File: src/rtl/gpio_irq_pkg.sv
package gpio_irq_pkg;
   // Register byte offsets; the two masks additionally move by MASK_OFS.
   localparam int unsigned OFS_OUT    = 'h00;
   localparam int unsigned OFS_DIR    = 'h04;
   localparam int unsigned OFS_BLINK  = 'h08;
   localparam int unsigned OFS_POL    = 'h0C;
   localparam int unsigned OFS_DIN    = 'h10;
   localparam int unsigned OFS_ECAUSE = 'h14;
   localparam int unsigned OFS_EMASK  = 'h18;
   localparam int unsigned OFS_LMASK  = 'h1C;
endpackage

File: src/rtl/gpio_sync.sv
module gpio_sync #(
   parameter int W = 32
) (
   input  logic         clk,
   input  logic         rst_n,
   input  logic [W-1:0] d,
   output logic [W-1:0] q
);
   logic [W-1:0] stage1_q;

   always_ff @(posedge clk or negedge rst_n) begin
      if (!rst_n) begin
         stage1_q <= '0;
         q        <= '0;
      end else begin
         stage1_q <= d;
         q        <= stage1_q;
      end
   end
endmodule

File: src/rtl/gpio_blink_gen.sv
module gpio_blink_gen #(
   parameter int TERM = 1023
) (
   input  logic clk,
   input  logic rst_n,
   output logic phase
);
   localparam int CNT_W = (TERM < 1) ? 1 : $clog2(TERM + 1);

   logic [CNT_W-1:0] cnt_q;

   generate
      if (TERM < 1) begin : g_bad_term
         $error("gpio_blink_gen: TERM must be at least 1");
      end
   endgenerate

   always_ff @(posedge clk or negedge rst_n) begin
      if (!rst_n) begin
         cnt_q <= '0;
         phase <= 1'b0;
      end else if (cnt_q == CNT_W'(TERM)) begin
         cnt_q <= '0;
         phase <= ~phase;
      end else begin
         cnt_q <= cnt_q + 1'b1;
      end
   end
endmodule

File: src/rtl/gpio_irq_cause.sv
module gpio_irq_cause #(
   parameter int NUM_PINS = 32,
   parameter int GROUP    = 8
) (
   input  logic                       clk,
   input  logic                       rst_n,
   input  logic [NUM_PINS-1:0]        data_in,
   input  logic                       cause_wr,
   input  logic [NUM_PINS-1:0]        cause_wdata,
   input  logic [NUM_PINS-1:0]        emask,
   input  logic [NUM_PINS-1:0]        lmask,
   output logic [NUM_PINS-1:0]        cause_q,
   output logic [NUM_PINS-1:0]        edge_rise,
   output logic [NUM_PINS/GROUP-1:0]  irq_group
);
   localparam int NG = NUM_PINS / GROUP;

   logic [NUM_PINS-1:0] prev_q;
   logic [NUM_PINS-1:0] hit;

   assign edge_rise = data_in & ~prev_q;

   // A new edge is ORed in after the clearing AND, so it is never lost.
   always_ff @(posedge clk or negedge rst_n) begin
      if (!rst_n) begin
         prev_q  <= '0;
         cause_q <= '0;
      end else begin
         prev_q <= data_in;
         if (cause_wr) cause_q <= (cause_q & cause_wdata) | edge_rise;
         else          cause_q <= cause_q | edge_rise;
      end
   end

   assign hit = (data_in & lmask) | (cause_q & emask);

   generate
      for (genvar g = 0; g < NG; g++) begin : g_grp
         assign irq_group[g] = |hit[g*GROUP +: GROUP];
      end
   endgenerate
endmodule

File: src/rtl/gpio_irq_port.sv
module gpio_irq_port
   import gpio_irq_pkg::*;
#(
   parameter int NUM_PINS   = 32,
   parameter int GROUP      = 8,
   parameter int ADDR_W     = 8,
   parameter int DATA_W     = 32,
   parameter int MASK_OFS   = 0,
   parameter int BLINK_TERM = 1023
) (
   input  logic                      clk,
   input  logic                      rst_n,
   input  logic                      bus_wr,
   input  logic [ADDR_W-1:0]         bus_addr,
   input  logic [DATA_W-1:0]         bus_wdata,
   output logic [DATA_W-1:0]         bus_rdata,
   input  logic [NUM_PINS-1:0]       pin_in,
   output logic [NUM_PINS-1:0]       pin_out,
   output logic [NUM_PINS-1:0]       pin_oe,
   output logic [NUM_PINS/GROUP-1:0] irq_group
);
   localparam int NG = NUM_PINS / GROUP;
   localparam logic [ADDR_W-1:0] A_OUT    = ADDR_W'(OFS_OUT);
   localparam logic [ADDR_W-1:0] A_DIR    = ADDR_W'(OFS_DIR);
   localparam logic [ADDR_W-1:0] A_BLINK  = ADDR_W'(OFS_BLINK);
   localparam logic [ADDR_W-1:0] A_POL    = ADDR_W'(OFS_POL);
   localparam logic [ADDR_W-1:0] A_DIN    = ADDR_W'(OFS_DIN);
   localparam logic [ADDR_W-1:0] A_ECAUSE = ADDR_W'(OFS_ECAUSE);
   localparam logic [ADDR_W-1:0] A_EMASK  = ADDR_W'(OFS_EMASK + MASK_OFS);
   localparam logic [ADDR_W-1:0] A_LMASK  = ADDR_W'(OFS_LMASK + MASK_OFS);

   generate
      if (NUM_PINS % GROUP != 0) begin : g_bad_group
         $error("gpio_irq_port: NUM_PINS must be a multiple of GROUP");
      end
      if (NUM_PINS > DATA_W) begin : g_bad_width
         $error("gpio_irq_port: NUM_PINS exceeds DATA_W");
      end
      if (NG < 1) begin : g_bad_ng
         $error("gpio_irq_port: at least one group is required");
      end
   endgenerate

   logic [NUM_PINS-1:0] out_q, dir_q, blink_q, pol_q, emask_q, lmask_q;
   logic [NUM_PINS-1:0] pin_sync, data_in, ecause, edge_rise, wpins, rsel;
   logic                blink_phase;

   assign wpins = bus_wdata[NUM_PINS-1:0];

   always_ff @(posedge clk or negedge rst_n) begin
      if (!rst_n) begin
         out_q   <= '0;
         dir_q   <= '1;
         blink_q <= '0;
         pol_q   <= '0;
         emask_q <= '0;
         lmask_q <= '0;
      end else if (bus_wr) begin
         if (bus_addr == A_OUT)   out_q   <= wpins;
         if (bus_addr == A_DIR)   dir_q   <= wpins;
         if (bus_addr == A_BLINK) blink_q <= wpins;
         if (bus_addr == A_POL)   pol_q   <= wpins;
         if (bus_addr == A_EMASK) emask_q <= wpins;
         if (bus_addr == A_LMASK) lmask_q <= wpins;
      end
   end

   gpio_sync #(.W(NUM_PINS)) u_sync (
      .clk   (clk),
      .rst_n (rst_n),
      .d     (pin_in),
      .q     (pin_sync)
   );

   assign data_in = pin_sync ^ pol_q;

   gpio_irq_cause #(.NUM_PINS(NUM_PINS), .GROUP(GROUP)) u_cause (
      .clk         (clk),
      .rst_n       (rst_n),
      .data_in     (data_in),
      .cause_wr    (bus_wr && (bus_addr == A_ECAUSE)),
      .cause_wdata (wpins),
      .emask       (emask_q),
      .lmask       (lmask_q),
      .cause_q     (ecause),
      .edge_rise   (edge_rise),
      .irq_group   (irq_group)
   );

   gpio_blink_gen #(.TERM(BLINK_TERM)) u_blink (
      .clk   (clk),
      .rst_n (rst_n),
      .phase (blink_phase)
   );

   assign pin_oe  = ~dir_q;
   assign pin_out = (blink_q & {NUM_PINS{blink_phase}}) | (~blink_q & out_q);

   always_comb begin
      case (bus_addr)
         A_OUT:    rsel = out_q;
         A_DIR:    rsel = dir_q;
         A_BLINK:  rsel = blink_q;
         A_POL:    rsel = pol_q;
         A_DIN:    rsel = data_in;
         A_ECAUSE: rsel = ecause;
         A_EMASK:  rsel = emask_q;
         A_LMASK:  rsel = lmask_q;
         default:  rsel = '0;
      endcase
      bus_rdata = DATA_W'(rsel);
   end
endmodule

File: config.mk
export PLATFORM = sky130hd
export DESIGN_NAME = gpio_irq_port
export DESIGN_NICKNAME = d
export VERILOG_FILES = /design/src/rtl/gpio_irq_pkg.sv /design/src/rtl/gpio_sync.sv /design/src/rtl/gpio_blink_gen.sv /design/src/rtl/gpio_irq_cause.sv /design/src/rtl/gpio_irq_port.sv
export SDC_FILE = /design/constraint.sdc
export NUM_CORES = 1
export LEC_CHECK = 0
export ABC_AREA = 1
export BUFFER_PORTS_ARGS = -buffer_cell sky130_fd_sc_hd__clkbuf_2
export CORE_ASPECT_RATIO = 0.5
export CORE_UTILIZATION = 25
export CTS_CLUSTER_SIZE = 10
export DETAILED_ROUTE_END_ITERATION = 12
export GPL_ROUTABILITY_DRIVEN = 1
export PLACE_DENSITY = 0.38
export SETUP_SLACK_MARGIN = 0.3
export SYNTH_ARGS = -nofsm -noshare
export SYNTH_HDL_FRONTEND = slang
export SYNTH_SLANG_ARGS = --single-unit
File: constraint.sdc
create_clock -name clk -period 2.2 [get_ports clk]
set_input_delay 0.44 -clock clk [delete_from_list [all_inputs] [get_ports clk]]
set_output_delay 0.44 -clock clk [all_outputs]
set_load 0.03 [all_outputs]
* Yosys cells after proc, flatten, opt, wreduce, memory -nomap -nowiden *
Index checks and enable logic that the tools add are counted.

cells by class
  add/sub/neg operators = 1
  equality and inequality tests = 8
  muxes and demuxes = 3
  bitwise operators = 15
  reduce and logical (&&, ||, !) cells = 12

operator list
  cell                                           number
  one-hot mux 32 bit (8 select lines)            1
  AND 32 bit                                     6
  OR 32 bit                                      4
  NOT 32 bit                                     3
  == test 8 x 5 -> 1 bit, second input constant  4
  2-to-1 mux 32 bit                              1
  OR reduction 8 bit                             4
  bitwise XOR 32 bit                             1
  == test 8 x 4 -> 1 bit, second input constant  2
  AND reduction 2 bit                            6
  adder 10 x 1 -> 10 bit, second input constant  1
  == test 10 bit, second input constant          1
  2-to-1 mux 10 bit                              1
  == test 8 x 3 -> 1 bit, second input constant  1
  zero test 8 bit                                1
  logical AND 1 bit                              1
  NOT 1 bit                                      1

word-level totals
  bits in registers = 331
  bits of input ports = 75
  output and inout port bits = 100

* Logic depth before layout (Yosys ltp) *
  word-level depth = 4
  gate-level depth with buffers = 9
  gate-level depth less buffers = 7

* Cells and area by module *
Synthesis repeated with hierarchy kept, for this count alone.

second synthesis, totals
  cells, all modules = 1867
  area total of the unflattened synthesis = 15705.1 sq um

modules (own cells, without submodules)
  module          times used  cells an instance  area each (sq um)
  gpio_irq_port   1           1404               10621.4
  gpio_irq_cause  1           336                2941.6
  gpio_sync       1           64                 1601.5
  gpio_blink_gen  1           63                 540.5

* Worst setup path before layout *
OpenSTA, ideal clock, no wires.

  path kind = input to output
  start point = in bus_addr[5]
  end point = out bus_rdata[0]
  arrival time = 1.459 ns
  data required time = 1.760 ns
  path slack = 0.301 ns
  stages on the path = 9
  path buffers = 2
  path through = nor2_1 nand2_2 inv_4 buf_6 buf_2 nand3_1 nand2_1 nor2_1 nand2_1

between the ends
  word-level cells in the longest chain between the ends = 2

ends and longest elaborated chain
  item                                                  RTL line              text
  start: declaration                                    gpio_irq_port.sv:14   input logic [ADDR_W-1:0] bus_addr,
  == test 8 x 5 -> 1 bit, or another cell as far along  gpio_irq_port.sv:100  case (bus_addr)
  one-hot mux 32 bit (8 select lines) (*)               gpio_irq_port.sv:100
  end: declaration                                      gpio_irq_port.sv:16   output logic [DATA_W-1:0] bus_rdata,

Mark *: on every way between the ends. The rest lies on a longest branch, timed or not.

* Final worst setup path *
  start point = in bus_addr[7]
  end point = out bus_rdata[27]

Same word-level chain as after synthesis.

==> reports/metrics.cfg <==
[status]
status = complete, no violations

[synth]
synth_enable_flop_cells = 0
ys_seq_elements = 331
synth_area_leaders = dfrtp_1, nand2_1, nand3_1
netlist_area_mm2 = 0.0151
synth_top_area_cell = dfrtp_1
synth_common_cells = nand2_1, dfrtp_1, nand3_1
syn_nets = 1932
synthArstFlopShare_pct = 100
synthDominantCellAreaShare_pct = 49.6
syn_inst = 1856
muxShareOfSynthArea_pct = 0
synth-xor-area-share_pct = 0.348
ys_types = 28
synth-seq-area-share_pct = 55.1
synth-main-ff-cell = dfrtp_1
syn_avg_cell_area_um2 = 8.13
synth_adder_area_share_pct = 0.0829
yosysWarningCount = 0
synth-simple-area-share_pct = 28.2
yosysMostFrequentCell = nand2_1
synth_compound_area_share_pct = 8.54
synth_top_family_by_area = simple AND/OR/NAND/NOR gates

[die]
num_rows = 63
die_h_um = 176
fp.dieArea_mm2 = 0.0614
start_util_pct = 25.4
die_w_um = 350
coreArea_mm2 = 0.0594
io_pins = 175

[routing]
drc = 0
dr.pass1.iters = 5
drt_iter0_markers = 805
num_vias = 13200
vias_per_cell = 4.41
routed_wl_um = 54000
wl_per_cell_um = 18.0
ant_nets = 0

[clock_network]
cts_tree = yes
cts_buffers = 39
root_buffer = clkbuf_16
insertion_delay_ps = 540
clockBufferDepth = 3
path_clk_slew_ps = 50
cts.htree.levels = 2
numClockSinks = 331

[grt]
grt_util_met2_pct = 27.3
overflow = 0
grt_busiest_layer = met2
grt_pass1_vias = 13100
grt_pass1_wl_um = 79100
met3_usage_pct = 2.46
grt_max_degree = 52
met1_usage_pct = 23.9
antenna_found_initial = 1
grtUsageTotal_pct = 16.8

[timing]
fin_setup_tns_ps = 0
rsz0062_at_grt = yes
finalCritPeriodShare_pct = 97.1
max_slew_margin_pct = 65.2
setup-violations-final = 0
tightest_slew_ps = 523
fmax_mhz = 468
timing_hold_violations_final = 0
drv_slew = 0
skew_ps = 11.7
fin_crit_ps = 2140

[finish]
fin_nets = 2234
layout-drive-gt1-share_pct = 29.3
area_growth_pct = 42.3
final_core_util_pct = 36.1
diodes = 0
layout.filler_cells = 6231

[setup_path]
slowest_delay_ps = 220
setup.worst_path.end_class = output port
arrival_ps = 1700
cp_cell_sequence = buf_6 > inv_2 > nand2_2 > nor2_4 > buf_12 > clkbuf_16 > nand3_1 > nand2_1 > nor2_1 > nand2_1 > buf_8
startpoint_type = input port
cp_data_required_time_ps = 1760
crit_fanout = 12
slowest_stage = buf_12
crit_path_frequent_cell = nand2_1
path_class = input port to output port

[hold_path]
hold_path.class = input port to register

[placement]
gp_congestion = 0.765
portBuffers = 174
dp_hpwl_um = 33000

[power]
power.leakage_nw = 10.1
power.density_mw_per_mm2 = 677
ir_drop_v = 0.000486

[flow_run]
maxCapViolCount = 0

[cell usage in the layout, fill, tap and decap left out, types with 28 or more instances in the layout]
master,Yosys,routed
nor2_1,183,102
nor2_4,5,43
inv_1,145,112
inv_2,1,34
nand3_1,233,205
dfrtp_1,299,296
dlygate4sd3_1,0,32
o21ai_0,209,209
nand3_2,0,28
buf_12,0,33
clkbuf_2,0,102
buf_8,0,63
nand2_2,3,50
nand2_1,577,529
nor2_2,0,43
dfstp_2,32,32
a21oi_4,0,32
buf_4,26,85
clkbuf_16,0,55
[cell type report]
cell class	count	area, um2	share of cell area (%)
flip-flops and latches	331	8330	38.8
multi-input cells	1283	6630	30.9
repair buffers	355	3780	17.6
clock buffers	70	1150	5.38
well taps	812	1020	4.73
inverters	148	563	2.62
clock inverters	1	5.00	0.0233
[repair_timing]
item,CTS,global route
endpoints found under the hold margin,54,0
setup buffers,55,20
hold buffers,32,0
setup endpoints to repair,68,68
cloned,2,16
resized for setup,358,163
pin swaps,146,119
[worst max-delay path: cells and delay by family]
family	cells	cell delay, ps
buf+inv	5	690
simple gates	6	560
[routing by layer]
| layer | wire length, um | vias up | part of all wire [%] |
|---|---|---|---|
| met1 | 26700 | 6418 | 50 |
| met2 | 24600 | 195 | 46 |
| met5 | 0 | - | 0 |
| met4 | 659 | 0 | 1.2 |
| li1 | - | 6555 | - |
| met3 | 1950 | 55 | 3.6 |
[per-stage QoR]
stage	cells	hold slack (ps)	power, mW	cell area (um2)	setup WS, ps
floorplan	1856	144	7.32	15100	301
finish	3000	45.6	14.5	21500	63.0
global route	3000	24.9	15.2	21500	-28.5
detailed placement	2804	335	7.95	17200	12.5
global placement	2804	332	7.94	17200	1.80
CTS	2964	21.7	14.6	20500	-4.33
[worst paths after layout]
kind	depth (start not counted)	end	startpoint	slack, ps
setup / recovery	11	bus_rdata[27]	bus_addr[7]	60
hold / removal	1	u_sync.stage1_q[18]$_DFF_PN0_	pin_in[18]	50
setup reg to reg	7	u_blink.cnt_q[0]$_DFF_PN0_	u_blink.cnt_q[0]$_DFF_PN0_	450
hold reg to reg	0	u_sync.q[18]$_DFF_PN0_	u_sync.stage1_q[18]$_DFF_PN0_	340
max in group asynchronous	3	dir_q[28]$_DFFE_PN1P_	rst_n	1110
min in group asynchronous	2	u_sync.stage1_q[8]$_DFF_PN0_	rst_n	400
[sequential cells by signal, indices dropped and copies added, names as in the netlist]
| name | flops |
|---|---|
| blink_q | 32 |
| dir_q | 32 |
| emask_q | 32 |
| lmask_q | 32 |
| out_q | 32 |
| pol_q | 32 |
| u_cause.cause_q | 32 |
| u_cause.prev_q | 32 |
| u_sync.q | 32 |
| u_sync.stage1_q | 32 |
| u_blink.cnt_q | 10 |
| u_blink.phase | 1 |
[kinds of logic (layout without fill, tap and decap cells)]
kind of cell	count (synthesis)	in the layout
DFF	331	331
buffers and inverters	242	574
xor gates and xnor gates	6	6
adders and majority gates	1	1
and+or+nand+nor	1019	1019
AOI/OAI and AO/OA	257	257
[where the power goes]
group / switching (mW) / internal, mW
Clock: 2.64 / 3.53
Combinational: 1.04 / 0.746
Sequential: 0.218 / 6.37
No activity file was read; power rests on OpenSTA's default activity.
